$ cat src/rtl/ckr_pkg.sv
`timescale 1ns/1ps
package ckr_pkg;

  typedef enum logic [2:0] {
    RC_NONE = 3'd0,
    RC_128  = 3'd1,
    RC_192  = 3'd2,
    RC_256  = 3'd3,
    RC_384  = 3'd4,
    RC_512  = 3'd5
  } ratio_code_t;

  typedef enum logic [1:0] {
    SQ_IDLE  = 2'd0,
    SQ_CLAMP = 2'd1,
    SQ_RAMP  = 2'd2,
    SQ_RUN   = 2'd3
  } seq_state_t;

  localparam int NUM_RATIOS = 5;

  // Nominal master cycles per frame for legal code index i (code = i + 1).
  function automatic int ratio_nominal(input int idx);
    case (idx)
      0:       return 128;
      1:       return 192;
      2:       return 256;
      3:       return 384;
      default: return 512;
    endcase
  endfunction

  function automatic logic code_is_high(input ratio_code_t c);
    return (c == RC_128) || (c == RC_192);
  endfunction

endpackage

$ cat src/rtl/ckr_frame_meter.sv
`timescale 1ns/1ps
module ckr_frame_meter #(
  parameter int CNT_W = 10,
  parameter int TOL   = 2
) (
  input  logic                 clk,
  input  logic                 rst,
  input  logic                 fclk,
  output logic                 meas_vld,
  output ckr_pkg::ratio_code_t meas_code,
  output logic                 frame_tick
);
  import ckr_pkg::*;

  localparam logic [CNT_W-1:0] CNT_MAX = '1;

  logic [2:0]       sync_q;
  logic             fedge;
  logic [CNT_W-1:0] cnt_q;
  logic             armed_q;
  logic [CNT_W:0]   period;
  logic             stall;
  logic [NUM_RATIOS-1:0] hit;
  ratio_code_t      code_d;

  always_ff @(posedge clk) begin
    if (rst) sync_q <= '0;
    else     sync_q <= {sync_q[1:0], fclk};
  end

  assign fedge  = sync_q[1] & ~sync_q[2];
  assign period = {1'b0, cnt_q} + {{CNT_W{1'b0}}, 1'b1};
  assign stall  = (cnt_q == CNT_MAX) && !fedge;

  // One tolerance window per legal ratio.
  for (genvar g = 0; g < NUM_RATIOS; g++) begin : g_win
    localparam int NOM = ratio_nominal(g);
    assign hit[g] = (int'(period) >= NOM - TOL) && (int'(period) <= NOM + TOL);
  end

  always_comb begin
    code_d = RC_NONE;
    for (int i = NUM_RATIOS - 1; i >= 0; i--) begin
      if (hit[i]) code_d = ratio_code_t'(3'(i + 1));
    end
  end

  always_ff @(posedge clk) begin
    if (rst) begin
      cnt_q      <= '0;
      armed_q    <= 1'b0;
      meas_vld   <= 1'b0;
      meas_code  <= RC_NONE;
      frame_tick <= 1'b0;
    end else begin
      meas_vld   <= 1'b0;
      frame_tick <= 1'b0;
      if (fedge) begin
        cnt_q   <= '0;
        armed_q <= 1'b1;
        if (armed_q) begin
          meas_vld   <= 1'b1;
          frame_tick <= 1'b1;
          meas_code  <= code_d;
        end
      end else if (stall) begin
        cnt_q     <= '0;
        armed_q   <= 1'b0;
        meas_vld  <= 1'b1;
        meas_code <= RC_NONE;
      end else begin
        cnt_q <= cnt_q + 1'b1;
      end
    end
  end

  // a stall report never comes with a frame tick
  a_r12_stall_no_tick: assert property (@(posedge clk) disable iff (rst)
    (meas_vld && !frame_tick) |-> (meas_code == RC_NONE));

endmodule

$ cat src/rtl/ckr_ratio_filter.sv
`timescale 1ns/1ps
module ckr_ratio_filter (
  input  logic                 clk,
  input  logic                 rst,
  input  logic                 meas_vld,
  input  ckr_pkg::ratio_code_t meas_code,
  output ckr_pkg::ratio_code_t acc_code,
  output logic                 high_rate,
  output logic                 acc_chg,
  output logic                 raw_bad
);
  import ckr_pkg::*;

  ratio_code_t prev_q;
  logic        prev_vld_q;
  logic        agree;

  assign agree = meas_vld && prev_vld_q && (meas_code == prev_q) && (meas_code != acc_code);

  always_ff @(posedge clk) begin
    if (rst) begin
      prev_q     <= RC_NONE;
      prev_vld_q <= 1'b0;
      acc_code   <= RC_NONE;
      high_rate  <= 1'b0;
      acc_chg    <= 1'b0;
      raw_bad    <= 1'b1;
    end else begin
      acc_chg <= 1'b0;
      if (meas_vld) begin
        prev_q     <= meas_code;
        prev_vld_q <= 1'b1;
        raw_bad    <= (meas_code == RC_NONE);
      end
      if (agree) begin
        acc_code  <= meas_code;
        high_rate <= code_is_high(meas_code);
        acc_chg   <= 1'b1;
      end
    end
  end

  // the locked code only moves in the cycle after a measurement
  a_r4_move_on_meas: assert property (@(posedge clk) disable iff (rst)
    (acc_code != $past(acc_code)) |-> $past(meas_vld));

endmodule

$ cat src/rtl/ckr_mute_seq.sv
`timescale 1ns/1ps
module ckr_mute_seq #(
  parameter int CLAMP_FRAMES = 1000,
  parameter int RAMP_W       = 14
) (
  input  logic                 clk,
  input  logic                 rst,
  input  logic                 frame_tick,
  input  logic                 acc_chg,
  input  ckr_pkg::ratio_code_t acc_code,
  input  logic                 raw_bad,
  input  logic                 soft_mute,
  output logic                 clamp_q,
  output logic [RAMP_W-1:0]    ramp_q,
  output logic                 mute_q
);
  import ckr_pkg::*;

  localparam int DLY_W = (CLAMP_FRAMES > 1) ? $clog2(CLAMP_FRAMES) : 1;
  localparam logic [DLY_W-1:0]  DLY_LAST = DLY_W'(CLAMP_FRAMES - 1);
  localparam logic [RAMP_W-1:0] RAMP_MAX = '1;

  seq_state_t        st_q, st_d;
  logic [DLY_W-1:0]  dly_q, dly_d;
  logic [RAMP_W-1:0] ramp_d;

  always_comb begin
    st_d   = st_q;
    dly_d  = dly_q;
    ramp_d = ramp_q;
    if (acc_chg) begin
      dly_d  = '0;
      ramp_d = '0;
      st_d   = (acc_code == RC_NONE) ? SQ_IDLE : SQ_CLAMP;
    end else begin
      case (st_q)
        SQ_IDLE: begin
          ramp_d = '0;
          dly_d  = '0;
        end
        SQ_CLAMP: begin
          if (frame_tick) begin
            if (dly_q == DLY_LAST) begin
              st_d  = SQ_RAMP;
              dly_d = '0;
            end else begin
              dly_d = dly_q + 1'b1;
            end
          end
        end
        SQ_RAMP: begin
          if (frame_tick) begin
            ramp_d = ramp_q + 1'b1;
            if (ramp_q == RAMP_MAX - 1'b1) st_d = SQ_RUN;
          end
        end
        default: st_d = SQ_RUN;
      endcase
    end
  end

  always_ff @(posedge clk) begin
    if (rst) begin
      st_q    <= SQ_IDLE;
      dly_q   <= '0;
      ramp_q  <= '0;
      clamp_q <= 1'b0;
      mute_q  <= 1'b1;
    end else begin
      st_q    <= st_d;
      dly_q   <= dly_d;
      ramp_q  <= ramp_d;
      clamp_q <= (st_d == SQ_IDLE) || (st_d == SQ_CLAMP);
      mute_q  <= (st_d != SQ_RUN) || soft_mute || raw_bad;
    end
  end

  // the ramp only steps up by one or restarts from zero
  a_r8_ramp_step: assert property (@(posedge clk) disable iff (rst)
    (ramp_q != $past(ramp_q)) |-> ((ramp_q == $past(ramp_q) + 1'b1) || (ramp_q == '0)));

  // audio is unmuted only with the ramp at full scale
  a_r8_unmute_full: assert property (@(posedge clk) disable iff (rst)
    !mute_q |-> (ramp_q == RAMP_MAX));

  // while clamped the ramp is at zero and the mute line is high
  a_r7_clamp_quiet: assert property (@(posedge clk) disable iff (rst)
    clamp_q |-> ((ramp_q == '0) && mute_q));

endmodule

$ cat src/rtl/clk_ratio_mute_ctl.sv
`timescale 1ns/1ps
module clk_ratio_mute_ctl #(
  parameter int CNT_W        = 10,
  parameter int TOL          = 2,
  parameter int CLAMP_FRAMES = 1000,
  parameter int RAMP_W       = 14
) (
  input  logic              mclk,
  input  logic              rst,
  input  logic              fclk,
  input  logic              soft_mute,
  output logic [2:0]        ratio_code,
  output logic              high_rate,
  output logic              clamp_en,
  output logic [RAMP_W-1:0] ramp_lvl,
  output logic              mute_out
);
  import ckr_pkg::*;

  logic        meas_vld;
  ratio_code_t meas_code;
  logic        frame_tick;
  ratio_code_t acc_code;
  logic        acc_chg;
  logic        raw_bad;

  ckr_frame_meter #(.CNT_W(CNT_W), .TOL(TOL)) u_meter (
    .clk        (mclk),
    .rst        (rst),
    .fclk       (fclk),
    .meas_vld   (meas_vld),
    .meas_code  (meas_code),
    .frame_tick (frame_tick)
  );

  ckr_ratio_filter u_filter (
    .clk       (mclk),
    .rst       (rst),
    .meas_vld  (meas_vld),
    .meas_code (meas_code),
    .acc_code  (acc_code),
    .high_rate (high_rate),
    .acc_chg   (acc_chg),
    .raw_bad   (raw_bad)
  );

  ckr_mute_seq #(.CLAMP_FRAMES(CLAMP_FRAMES), .RAMP_W(RAMP_W)) u_seq (
    .clk        (mclk),
    .rst        (rst),
    .frame_tick (frame_tick),
    .acc_chg    (acc_chg),
    .acc_code   (acc_code),
    .raw_bad    (raw_bad),
    .soft_mute  (soft_mute),
    .clamp_q    (clamp_en),
    .ramp_q     (ramp_lvl),
    .mute_q     (mute_out)
  );

  assign ratio_code = acc_code;

  // one cycle into reset every output is at its power-down value
  a_r6_reset_quiet: assert property (@(posedge mclk)
    rst |=> (mute_out && !clamp_en && (ramp_lvl == '0) && (ratio_code == 3'd0) && !high_rate));

  // unmuted output always has a locked legal ratio
  a_r5_unmute_locked: assert property (@(posedge mclk) disable iff (rst)
    !mute_out |-> (ratio_code != 3'd0));

  // the high-rate flag goes with codes 1 and 2 only
  a_r2_high_codes: assert property (@(posedge mclk) disable iff (rst)
    high_rate |-> ((ratio_code == 3'd1) || (ratio_code == 3'd2)));

endmodule

$ cat config.mk
export PLATFORM = sky130hd
export DESIGN_NAME = clk_ratio_mute_ctl
export DESIGN_NICKNAME = d
export VERILOG_FILES = /design/src/rtl/ckr_pkg.sv /design/src/rtl/ckr_frame_meter.sv /design/src/rtl/ckr_ratio_filter.sv /design/src/rtl/ckr_mute_seq.sv /design/src/rtl/clk_ratio_mute_ctl.sv
export SDC_FILE = /design/constraint.sdc
export NUM_CORES = 1
export LEC_CHECK = 0
export ABC_AREA = 1
export BUFFER_PORTS_ARGS = -buffer_cell sky130_fd_sc_hd__buf_2
export CORE_MARGIN = 2
export CORE_UTILIZATION = 53
export DETAILED_ROUTE_END_ITERATION = 8
export GPL_TIMING_DRIVEN = 1
export PLACE_DENSITY = 0.83
export SLEW_MARGIN = 20
export SYNTH_ARGS = -nofsm -noshare
export SYNTH_HDL_FRONTEND = slang
export SYNTH_SLANG_ARGS = --single-unit
$ cat constraint.sdc
create_clock -name mclk -period 4.6 [get_ports mclk]
set_input_delay 0.23 -clock mclk [delete_from_list [all_inputs] [get_ports mclk]]
set_output_delay 0.23 -clock mclk [all_outputs]
set_load 0.1 [all_outputs]
Word level (Yosys, flattened, before mapping)
Index checks and enable logic that the tools add are counted.
{"block": "totals", "reg_bits": 57, "output_inout_bits": 20, "word_cells": 101}
{"block": "classes", "add_sub_neg": 4, "order_cmp": 10, "eq_ne": 14, "n_mux": 26, "bitwise": 3, "n_reduce_logical": 27}
{"cell": "case mux 14 bit (2 select lines)", "n": 1}
{"cell": "two-way mux 3 bit", "n": 8}
{"cell": ">= comparator 11 x 8 -> 1 bit (second input constant)", "n": 2}
{"cell": ">= comparator 11 x 9 -> 1 bit (second input constant)", "n": 2}
{"cell": "<= comparator 11 x 8 -> 1 bit (second input constant)", "n": 2}
{"cell": "<= comparator 11 x 9 -> 1 bit (second input constant)", "n": 2}
{"cell": "adder 10 x 1 -> 10 bit (second input constant)", "n": 2}
{"cell": "equality test 10 bit (second input constant)", "n": 2}
{"cell": "two-way mux 10 bit", "n": 2}
{"cell": "case mux 10 bit (2 select lines)", "n": 1}
{"cell": "adder 14 x 1 -> 14 bit (second input constant)", "n": 1}
{"cell": "equality test 14 bit (second input constant)", "n": 1}
{"cell": "two-way mux 14 bit", "n": 1}
{"cell": "adder 10 x 1 -> 11 bit (second input constant)", "n": 1}
{"cell": ">= comparator 11 x 7 -> 1 bit (second input constant)", "n": 1}
{"cell": "<= comparator 11 x 10 -> 1 bit (second input constant)", "n": 1}
{"cell": "two-way mux 2 bit", "n": 5}
{"cell": "logical AND 1 bit", "n": 9}
{"cell": "inequality test 2 bit (second input constant)", "n": 4}
{"cell": "two-way mux 1 bit", "n": 7}
{"cell": "logical NOT 3 bit", "n": 2}
{"cell": "case mux 2 bit (3 select lines)", "n": 1}
{"cell": "AND reduction 2 bit", "n": 3}
{"cell": "nonzero test 2 bit", "n": 3}
{"cell": "other kinds (13)", "n": 20}

Depth between registers and ports, before layout
Gate-level depths: netlist of the first run.
{"block": "logic_depth", "depth_word": 10, "depth_mapped": 15, "depth_no_buf": 15}

Hierarchy
Synthesis of the first run repeated with hierarchy kept, for this count alone.
{"block": "unflattened", "cells_unflattened": 462, "area_unflattened_um2": 3044.2}
{"mod": "ckr_mute_seq", "instances": 1, "cells_per_inst": 224, "area_each_um2": 1453.9, "seq_area_each_um2": 560.5}
{"mod": "ckr_frame_meter", "instances": 1, "cells_per_inst": 168, "area_each_um2": 1103.6, "seq_area_each_um2": 380.4}
{"mod": "ckr_ratio_filter", "instances": 1, "cells_per_inst": 70, "area_each_um2": 486.7, "seq_area_each_um2": 200.2}

Worst setup path after synthesis of the first run
Ideal clock, no wire load.
{"block": "synth_timing", "kind": "reg2reg", "from": "register u_seq.ramp_q[0]", "to": "register u_seq.ramp_q[13]", "arrival_time_ps": 2062, "required_time_ps": 4479, "slack_ps": 2416, "path_stages_with_launch": 10, "cell_sequence": "dfxtp_1 -> nand3_1 -> nor2_1 -> nand2_1 -> nor2_2 -> nand2_1 -> nor2_2 -> nand3_1 -> o21ai_0 -> a21oi_1"}
{"block": "synth_between", "elab_chain_len": 3}
{"item": "from (decl)", "line_no": "ckr_mute_seq.sv:14", "text": "output logic [RAMP_W-1:0] ramp_q,"}
{"item": "from (signal assigned)", "line_no": "ckr_mute_seq.sv:72", "text": "ramp_q <= ramp_d;"}
{"item": "adder 14 x 1 -> 14 bit", "line_no": "ckr_mute_seq.sv:53", "text": "ramp_d = ramp_q + 1'b1;"}
{"item": "two-way mux 14 bit", "line_no": "ckr_mute_seq.sv:52", "text": "if (frame_tick) begin"}
{"item": "case mux 14 bit (2 select lines)", "line_no": "ckr_mute_seq.sv:36", "text": "case (st_q)"}
No other way between the ends. The select of a mux whose other input is x is not followed.
A chain may end at the register's enable or synchronous reset.

Final worst setup path of the first run
{"block": "layout_timing", "from": "register u_meter.cnt_q[0]", "to": "register u_meter.armed_q"}
{"block": "layout_between", "elab_chain_len": 3}
{"item": "from (decl)", "line_no": "ckr_frame_meter.sv:19", "text": "logic [CNT_W-1:0] cnt_q;"}
{"item": "from (signal assigned)", "line_no": "ckr_frame_meter.sv:72", "text": "cnt_q <= cnt_q + 1'b1;"}
{"item": "equality test 10 bit", "line_no": "ckr_frame_meter.sv:33", "text": "assign stall = (cnt_q == CNT_MAX) && !fedge;"}
{"item": "logical AND 1 bit", "line_no": "ckr_frame_meter.sv:33"}
{"item": "nonzero test 2 bit (no source line)"}
{"item": "to (signal assigned)", "line_no": "ckr_frame_meter.sv:51", "text": "armed_q <= 1'b0;"}
{"item": "to (signal assigned)", "line_no": "ckr_frame_meter.sv:60", "text": "armed_q <= 1'b1;"}
{"item": "to (signal assigned)", "line_no": "ckr_frame_meter.sv:68", "text": "armed_q <= 1'b0;"}
{"item": "to (decl)", "line_no": "ckr_frame_meter.sv:20", "text": "logic armed_q;"}
No other way between the ends.

==> flow_metrics.tcl, run 1 <==
set metrics [dict create \
    outcome "finished, final reports clean" \
    holdCritPathClass "in2reg" \
    io-pin-count 24 \
    yosysTopAreaCell "dfxtp_1" \
    viasPerCell 5.110 \
    syn_to_final_growth_pct 13.93 \
    synth.area.top_cells "dfxtp_1 39%, nand2_1 12%, nor2_1 9.2%, inv_1 7.5%, a21oi_1 4.5%" \
    cts_max_level 3 \
    startpoint_type "flop" \
    antenna_left 0 \
    core_region_area_um2 5172 \
    grt_overflow 0 \
    die_area_um2 6062 \
    antenna_found_initial 0 \
    final_nets 464 \
    synthDistinctLibCells 35 \
    fin_worst_skew_ns 0.007243 \
    grt_max_degree 17 \
    dpl.hpwl_mm 4.358 \
    gp_congestion 0.8708 \
    synth_flop_cell "dfxtp_1" \
    clk_pin_slew_worst_paths_ns 0.07 \
    track_usage_pct 21.24 \
    critPathKind "reg2reg" \
    clk_latency_ns 0.34 \
    cts_buffer_depth 2 \
    tightest_slew_ns 0.8473 \
    fp.dieH_um 77.86 \
    drt_iter0_drc 145 \
    final_util_pct 63.69 \
    postSynthNetCount 435 \
    async_flop_share_pct 0 \
    finalSetupTns_ns 0 \
    crit_arrival_ns 2.24 \
    drv_slew 0 \
    syn_inst 425 \
    period_needed_ns 2.055 \
    synth_common_cells "92 x nand2_1, 71 x nor2_1, 58 x inv_1, 57 x dfxtp_1, 26 x a21oi_1" \
    p_per_area_nw_per_um2 321.7 \
    drv_cap 0 \
    initial_core_util_pct 55.90 \
    crit_required_ns 4.78 \
    grt_pass1_wl_mm 10.32 \
    fmax_mhz 486.7 \
    ir_drop_mv 0.2064 \
    report.final.setup_viol 0 \
    ys_seq_area_share_pct 39.46 \
    syn_area_um2 2892 \
    root_buffer "clkbuf_8" \
    n_antenna_cell 0 \
    fill_cells 479 \
    yosysWarnings 0 \
    drive_gt1_share_pct 14.81 \
    hold_viol 0 \
    wl_per_cell_um 11.17 \
    die_width_um 77.86 \
    drt-total-wl_mm 5.911 \
    r2r_setup_slack_ns 2.55 \
    placementRows 26 \
    worstPathMaxFanout 11 \
    power.total_mw 1.060 \
    cts_setup_buffers 0 \
    yosysMostFrequentCell "nand2_1" \
    critPathCaptureType "flop" \
    ys_ff_latch 57 \
    drcViolationCount 0 \
    routed-via-count 2703 \
    syn_area_per_cell_um2 6.804 \
    finalWorstSetupSlack_ns 2.545 \
    cts_tree "yes" \
    synth-edff-count 0 \
    cts-resized-gates 0 \
    netlist.area_leader.share_pct 39.46 \
    relSlewSlack_pct 43.26 \
    cellLeakagePower_nw 1.398 \
    port_buffers 23 \
    fin_crit_sh_pct 44.66 \
    first_global_vias 2430 \
    rsz0062_at_grt "false" \
    dr.pass1.iters 5 \
    cts.sinks 57 \
    hold_buffers 0 \
    cts-buffers-inserted 9 \
    place_ws_ns 2.571 \
]
-- cell usage in the layout, fill, tap and decap left out, drive strengths merged --
cell / instances
a2111oi: 1
a211oi: 1
a21boi: 1
a21oi: 27
a221oi: 1
a22oi: 3
buf: 23
bufinv: 2
clkbuf: 11
clkinv: 3
dfxtp: 57
ha: 6
inv: 60
nand2: 101
nand3: 23
nand3b: 2
nand4: 7
nor2: 80
nor3: 13
nor4: 1
o211ai: 1
o21a: 2
o21ai: 21
o221ai: 2
o22ai: 1
or2: 4
xnor2: 3
xor2: 2
-- registers in the layout (all words and copies together), names as in the netlist --
name                 cells
u_seq.st_q               2
u_meter.cnt_q           10
u_meter.meas_vld         1
u_filter.prev_vld_q      1
u_filter.raw_bad         1
u_filter.prev_q          3
u_meter.armed_q          1
u_filter.acc_code        3
u_seq.clamp_q            1
u_seq.ramp_q            14
u_meter.sync_q           3
u_meter.frame_tick       1
u_seq.dly_q             10
u_filter.acc_chg         1
u_meter.meas_code        3
u_filter.high_rate       1
u_seq.mute_q             1
-- cells by family after synthesis --
group / count (synthesis) / share of synthesized area (%)
fa+ha+maj: 6 / 2.596
buf+inv: 65 / 8.567
simple gates: 231 / 35.57
compound gates: 61 / 12.29
flops: 57 / 39.46
xor+xnor: 5 / 1.515
-- path summary, 6_finish.rpt --
| check | from | endpoint | depth (start not counted) |
|---|---|---|---|
| max reg2reg | u_meter.cnt_q[0]$_SDFF_PP0_ | u_meter.armed_q$_SDFFE_PP0P_ | 6 |
| max | u_meter.cnt_q[0]$_SDFF_PP0_ | u_meter.armed_q$_SDFFE_PP0P_ | 6 |
| min reg2reg | u_meter.sync_q[0]$_SDFF_PP0_ | u_meter.sync_q[1]$_SDFF_PP0_ | 2 |
| min | fclk | u_meter.sync_q[0]$_SDFF_PP0_ | 3 |
-- final cells by class --
cell class              count  area [um^2]  share of cell area, %
flip-flops and latches     57         1141                  34.64
multi-input cells         303         1503                  45.61
well taps                  70        87.58                  2.659
inverters                  60        227.7                  6.912
clock inverters             5        78.83                  2.393
clock buffers              11        141.4                  4.292
repair buffers             23        115.1                  3.494
-- worst max-delay path: stages (launching register included) --
cell and delay, ns:
dfxtp_1 0.46, ha_1 0.28, nand2_1 0.10, nor2_1 0.16, nand2_2 0.10, o211ai_1 0.69, o22ai_1 0.12
-- per-stage QoR --
stage / instances / instance area, um^2 / hold WS, ns
final: 529 / 3294 / 0.09683
after global routing: 529 / 3294 / 0.09635
after CTS: 529 / 3294 / 0.08127
after detailed placement: 513 / 3074 / 0.4008
after global placement: 513 / 3074 / 0.3986
after floorplan: 425 / 2892 / 0.3370
-- per-layer routing --
layer,share of wire (%),global-route usage [%]
met2,49,35.34
met4,1.4,9.286
met1,46,25.71
met5,0,0
met3,3.4,5.581
-- where the power goes --
part	total, mW	switching (mW)	internal, mW
sequential	0.502	0.00410	0.498
clock	0.522	0.203	0.319
combinational	0.0357	0.0240	0.0117
(Power assumes the default switching activity.)
==> run 2: changes to the inputs <==
--- a/config.mk
+++ b/config.mk
@@ -5,7 +5,7 @@
 export SDC_FILE = /design/constraint.sdc
 export NUM_CORES = 1
 export LEC_CHECK = 0
-export ABC_AREA = 1
+export ABC_AREA = 0
 export BUFFER_PORTS_ARGS = -buffer_cell sky130_fd_sc_hd__buf_2
 export CORE_MARGIN = 2
 export CORE_UTILIZATION = 53
==> constraint.sdc (replaced) <==
create_clock -name mclk -period 1.9 [get_ports mclk]
set_input_delay 0.095 -clock mclk [delete_from_list [all_inputs] [get_ports mclk]]
set_output_delay 0.095 -clock mclk [all_outputs]
set_load 0.1 [all_outputs]
==> flow_metrics.tcl, run 2 <==
set metrics [dict create \
    drt-total-wl_mm 6.782 \
    fp.dieH_um 78.12 \
    crit_arrival_ns 2.31 \
    period_needed_ns 2.075 \
    grt_overflow 0 \
    syn_to_final_growth_pct 27.85 \
    fin_worst_skew_ns 0.004546 \
    critPathKind "reg2reg" \
    relSlewSlack_pct 62.22 \
    fill_cells 391 \
    initial_core_util_pct 55.94 \
    power.total_mw 2.716 \
    syn_area_per_cell_um2 8.640 \
    synth_common_cells "58 x nor2_1, 57 x dfxtp_1, 25 x nand2_1, 18 x xor2_1" \
    syn_area_um2 2912 \
    top_register "u_seq.ramp_q" \
    drv_slew 0 \
    violations "setup timing" \
    synth-edff-count 0 \
    postSynthNetCount 347 \
    gp_congestion 0.8885 \
    core_region_area_um2 5205 \
    holdCritPathClass "in2reg" \
    synth.area.top_cells "dfxtp_1 39%, nor2_1 7.5%, xor2_1 5.4%, xnor2_1 4.5%, nand2_1 3.2%" \
    fin_crit_sh_pct 109.2 \
    cts_max_level 3 \
    drv_cap 0 \
    io-pin-count 24 \
    grt_pass1_wl_mm 11.08 \
    wl_per_cell_um 14.40 \
    cts_buffer_depth 2 \
    crit_required_ns 2.14 \
    placementRows 26 \
    final_common_cell "nor2_1" \
    track_usage_pct 23.21 \
    routed-via-count 2557 \
    async_flop_share_pct 0 \
    cts_tree "yes" \
    p_per_area_nw_per_um2 729.7 \
    antenna_found_initial 0 \
    drcViolationCount 0 \
    drive_gt1_share_pct 30.17 \
    cts.sinks 57 \
    critPathCaptureType "flop" \
    fmax_mhz 482.0 \
    grt_max_degree 18 \
    cts-buffers-inserted 9 \
    synth_flop_cell "dfxtp_1" \
    largest_reg_flops 14 \
    clk_latency_ns 0.35 \
    startpoint_type "flop" \
    ys_ff_latch 57 \
    clk_pin_slew_worst_paths_ns 0.06 \
    syn_inst 337 \
    die_area_um2 6102 \
    final_cell_mix "56 x nor2_1, 45 x dfxtp_1, 37 x buf_4, 25 x nand2_1, 23 x buf_2" \
    dr.pass1.iters 4 \
    cellLeakagePower_nw 1.480 \
    rsz0062_at_grt "true" \
    worstPathMaxFanout 5 \
    yosysTopAreaCell "dfxtp_1" \
    hold_viol 0 \
    root_buffer "clkbuf_8" \
    final_nets 406 \
    report.final.setup_viol 3 \
    port_buffers 23 \
    drt_iter0_drc 169 \
    ys_seq_area_share_pct 39.19 \
    die_width_um 78.12 \
    antenna_left 0 \
    yosysMostFrequentCell "nor2_1" \
    tightest_slew_ns 0.5633 \
    viasPerCell 5.429 \
    netlist.area_leader.share_pct 39.19 \
    synthDistinctLibCells 62 \
    final_util_pct 71.51 \
    dpl.hpwl_mm 4.662 \
    finalWorstSetupSlack_ns -0.1745 \
    ir_drop_mv 0.5134 \
    largestRegisters "u_seq.ramp_q: 14 flops, u_meter.cnt_q: 10 flops, u_seq.dly_q: 10 flops" \
    first_global_vias 2543 \
    yosysWarnings 0 \
    outcome "finished with violations" \
    n_antenna_cell 0 \
]
==> run 2: cell types whose count changed in the layout (fill, tap and decap cells not counted), sizes merged, moves of 7 or more <==
cell / before / now
a21oi: 27 / 15
buf: 23 / 62
inv: 60 / 9
mux2i: 0 / 8
nand2: 101 / 25
nand3: 23 / 16
nor2: 80 / 58
o21ai: 21 / 7
xnor2: 3 / 15
xor2: 2 / 18
==> run 2: where the power goes <==
| group | switching, mW | internal (mW) | total [mW] |
|---|---|---|---|
| Combinational | 0.0652 | 0.0561 | 0.121 |
| Sequential | 0.0125 | 1.20 | 1.21 |
| Clock | 0.490 | 0.892 | 1.38 |
| Total | 0.568 | 2.15 | 2.72 |
==> run 2: logic make-up (layout without fill, tap and decap cells) <==
| family | after synthesis | count (layout) | synth area share, % |
|---|---|---|---|
| AND/OR/NAND/NOR | 158 | 158 | 28.11 |
| flip-flops | 57 | 57 | 39.19 |
| buffers and inverters | 25 | 89 | 4.683 |
| adder cells (fa/ha/maj) | 6 | 6 | 2.578 |
| XOR/XNOR | 33 | 33 | 9.927 |
| AO/OA/AOI/OAI | 48 | 48 | 11.86 |
| multiplexers | 10 | 10 | 3.653 |
==> run 2: critical path, stage by stage (launching register included) <==
cell,delay [ns]
dfxtp_4,0.38
buf_4,0.12
nand3_4,0.08
or3_4,0.34
a21o_1,0.21
o32a_1,0.39
o31a_1,0.25
a22o_1,0.19
==> run 2: final timing paths <==
| path | startpoint | end | slack (ns) | cells past startpoint |
|---|---|---|---|---|
| worst max-delay path | u_meter.cnt_q[1]$_SDFF_PP0_ | u_meter.meas_code[2]$_SDFFE_PP0P_ | -0.17 | 7 |
| worst min-delay path | rst | u_meter.sync_q[0]$_SDFF_PP0_ | 0.03 | 2 |
| worst max register to register | u_meter.cnt_q[1]$_SDFF_PP0_ | u_meter.meas_code[2]$_SDFFE_PP0P_ | -0.17 | 7 |
| worst min register to register | u_meter.sync_q[0]$_SDFF_PP0_ | u_meter.sync_q[1]$_SDFF_PP0_ | 0.46 | 1 |
==> run 2: area by class of cell <==
cell class	instances	area (um^2)	area share (%)
Clock buffer	13	180.2	4.840
Clock inverter	3	68.82	1.849
Inverter	9	33.78	0.9076
Multi-Input combinational cell	255	1737	46.66
Sequential cell	57	1171	31.46
Tap cell	70	87.58	2.353
Timing Repair Buffer	64	444.2	11.93
==> run 2: timing repair <==
| action | CTS | global route |
|---|---|---|
| setup buffers | 4 | 2 |
| pin swaps | 3 | 5 |
| resized for setup | 12 | 5 |
| setup endpoints to repair | 3 | 8 |
| hold buffers | 2 | 0 |
| hold endpoints to repair | 2 | 0 |
==> run 2: routing by layer <==
| layer | routed length, um | vias up | share of wire (%) | track usage (%) |
|---|---|---|---|---|
| met5 | 0 | - | 0 | 0 |
| met3 | 244 | 13 | 3.6 | 6.782 |
| met4 | 118 | 0 | 1.7 | 9.649 |
| met2 | 3581 | 44 | 53 | 42.67 |
| li1 | - | 1282 | - | - |
| met1 | 2838 | 1218 | 42 | 24.64 |
==> run 2: metrics by stage <==
stage	worst slack [ns]	area [um^2]	hold slack [ns]	TNS (ns)	instances
3_5_place_dp	-0.1522	3302	0.3165	-0.2911	447
4_1_cts	-0.1372	3672	0.01159	-0.2396	469
6_report	-0.1745	3722	0.02703	-0.4436	471
3_3_place_gp	-0.08781	3302	0.3160	-0.1470	447
5_1_grt	-0.2460	3722	0.01559	-0.6411	471
2_1_floorplan	-0.08669	2958	0.1743	-0.1094	337
==> run 3: changes to the inputs <==
--- a/config.mk
+++ b/config.mk
@@ -11,7 +11,8 @@
 export CORE_UTILIZATION = 53
 export DETAILED_ROUTE_END_ITERATION = 8
 export GPL_TIMING_DRIVEN = 1
-export PLACE_DENSITY = 0.83
+export PLACE_DENSITY = 0.8
+export SKIP_CTS_REPAIR_TIMING = 1
 export SLEW_MARGIN = 20
 export SYNTH_ARGS = -nofsm -noshare
 export SYNTH_HDL_FRONTEND = slang
==> flow_metrics.tcl, run 3 (same netlist as run 2, synthesis figures left out) <==
set metrics [dict create \
    outcome "finished with violations" \
    violations "setup timing" \
    crit_end "u_meter.meas_code[2]$_SDFFE_PP0P_" \
    crit_arrival_ns 2.36 \
    critPathCaptureType "flop" \
    grt_max_degree 23 \
    drt_iter0_drc 91 \
    root_buffer "clkbuf_8" \
    clk_latency_ns 0.34 \
    reg2reg_depth 7 \
    tightest_slew_ns 0.5161 \
    final_cell_mix "57 x nor2_1, 44 x dfxtp_1, 36 x buf_4, 25 x nand2_1, 23 x buf_2" \
    placementRows 26 \
    ir_drop_mv 0.6805 \
    critical_path.top_delay_family "simple AND/OR/NAND/NOR gates" \
    routed-via-count 2591 \
    largest_reg_flops 14 \
    holdCritPathClass "in2reg" \
    cp-startpoint "u_meter.cnt_q[4]$_SDFF_PP0_" \
    cts_max_level 3 \
    dpl.hpwl_mm 4.576 \
    startpoint_type "flop" \
    drv_cap 0 \
    drt-total-wl_mm 6.437 \
    drv_slew 0 \
    gp_congestion 0.8717 \
    clk_pin_slew_worst_paths_ns 0.07 \
    track_usage_pct 21.92 \
    dr.pass1.iters 4 \
    finalWorstSetupSlack_ns -0.1780 \
    initial_core_util_pct 55.94 \
    hp-start "rst" \
    grt_overflow 0 \
    top_register "u_seq.ramp_q" \
    cts_tree "yes" \
    fp.dieH_um 78.12 \
    final_util_pct 68.89 \
    grt_pass1_wl_mm 10.67 \
    cellLeakagePower_nw 1.426 \
    viasPerCell 5.536 \
    timing.rr.end "u_meter.meas_code[2]$_SDFFE_PP0P_" \
    period_needed_ns 2.078 \
    first_global_vias 2473 \
    io-pin-count 24 \
    fmax_mhz 481.2 \
    slowest_delay_ns 0.54 \
    cts_buffer_depth 2 \
    wl_per_cell_um 13.75 \
    die_width_um 78.12 \
    drive_gt1_share_pct 28.89 \
    path_depth 7 \
    final_common_cell "nor2_1" \
    port_buffers 23 \
    report.final.setup_viol 3 \
    p_per_area_nw_per_um2 645.6 \
    fin_crit_sh_pct 109.4 \
    worstPathMaxFanout 9 \
    cts.sinks 57 \
    final_nets 403 \
    largestRegisters "u_seq.ramp_q: 14 flops, u_meter.cnt_q: 10 flops, u_seq.dly_q: 10 flops" \
    fin_worst_skew_ns 0.008153 \
    critPathKind "reg2reg" \
    r2r_setup_slack_ns -0.18 \
    drcViolationCount 0 \
    cts-buffers-inserted 9 \
    n_antenna_cell 0 \
    antenna_found_initial 0 \
    critPathBufInv 1 \
    place_ws_ns -0.1625 \
    antenna_left 0 \
    die_area_um2 6102 \
    rsz0062_at_grt "true" \
    path_cells "nand4_2 -> buf_4 -> nor4_2 -> nor2_1 -> or4_4 -> o221ai_2 -> a22o_1" \
    r2r-start "u_meter.cnt_q[4]$_SDFF_PP0_" \
    fill_cells 429 \
    syn_to_final_growth_pct 23.16 \
    crit_required_ns 2.19 \
    hold_viol 0 \
    cp_slowest_cell "or4_4" \
    core_region_area_um2 5205 \
    relSlewSlack_pct 65.39 \
]
==> run 3: worst reg2reg max path: stages, from the launching register on <==
cell and delay, ns:
dfxtp_1 0.35, nand4_2 0.18, buf_4 0.23, nor4_2 0.32
nor2_1 0.08, or4_4 0.54, o221ai_2 0.18, a22o_1 0.15
==> run 3: area by class of cell <==
cell class / count / area, um^2 / area share (%)
clock buffer: 13 / 158.9 / 4.431
clock inverter: 3 / 15.01 / 0.4187
inverter: 9 / 33.78 / 0.9421
multi-input combinational: 255 / 1713 / 47.77
sequential: 57 / 1172 / 32.69
tap: 70 / 87.58 / 2.442
timing repair buffer: 61 / 405.4 / 11.30
==> run 3: how the worst min path moves through the flow <==
stage	to	cells past startpoint
floorplan	u_meter.sync_q[2]$_SDFF_PP0_	1
global placement	u_seq.mute_q$_SDFF_PP1_	3
detailed placement	u_seq.mute_q$_SDFF_PP1_	3
CTS	u_seq.mute_q$_SDFF_PP1_	3
global route	u_seq.ramp_q[1]$_SDFFE_PP0P_	3
finish	u_seq.ramp_q[0]$_SDFFE_PP0P_	3
==> run 3: per-layer routing <==
| layer | wire [um] | share of wire [%] | vias up | global-route usage (%) |
|---|---|---|---|---|
| met5 | 0 | 0 | - | 0 |
| met4 | 116 | 1.8 | 0 | 7.719 |
| met3 | 310 | 4.8 | 16 | 7.471 |
| met2 | 3201 | 50 | 65 | 37.41 |
| met1 | 2808 | 44 | 1227 | 25.60 |
| li1 | - | - | 1283 | - |
==> run 3: stage by stage <==
stage                     hold WS, ns  std cells  total power [mW]  TNS, ns  area (um^2)
after floorplan                0.1743        337             1.298  -0.1094         2958
after global placement         0.3058        450             1.329  -0.1453         3324
after detailed placement       0.3021        450             1.333  -0.3282         3324
after CTS                    -0.05245        466             2.332  -0.3991         3498
after global routing           0.1703        468             2.400  -0.5573         3586
final                          0.1447        468             2.315  -0.3882         3586
==> run 3: where the power goes <==
group / total (mW) / internal (mW) / switching [mW]
registers: 1.22 / 1.20 / 0.0145
logic: 0.103 / 0.0442 / 0.0589
clock network: 0.997 / 0.538 / 0.459
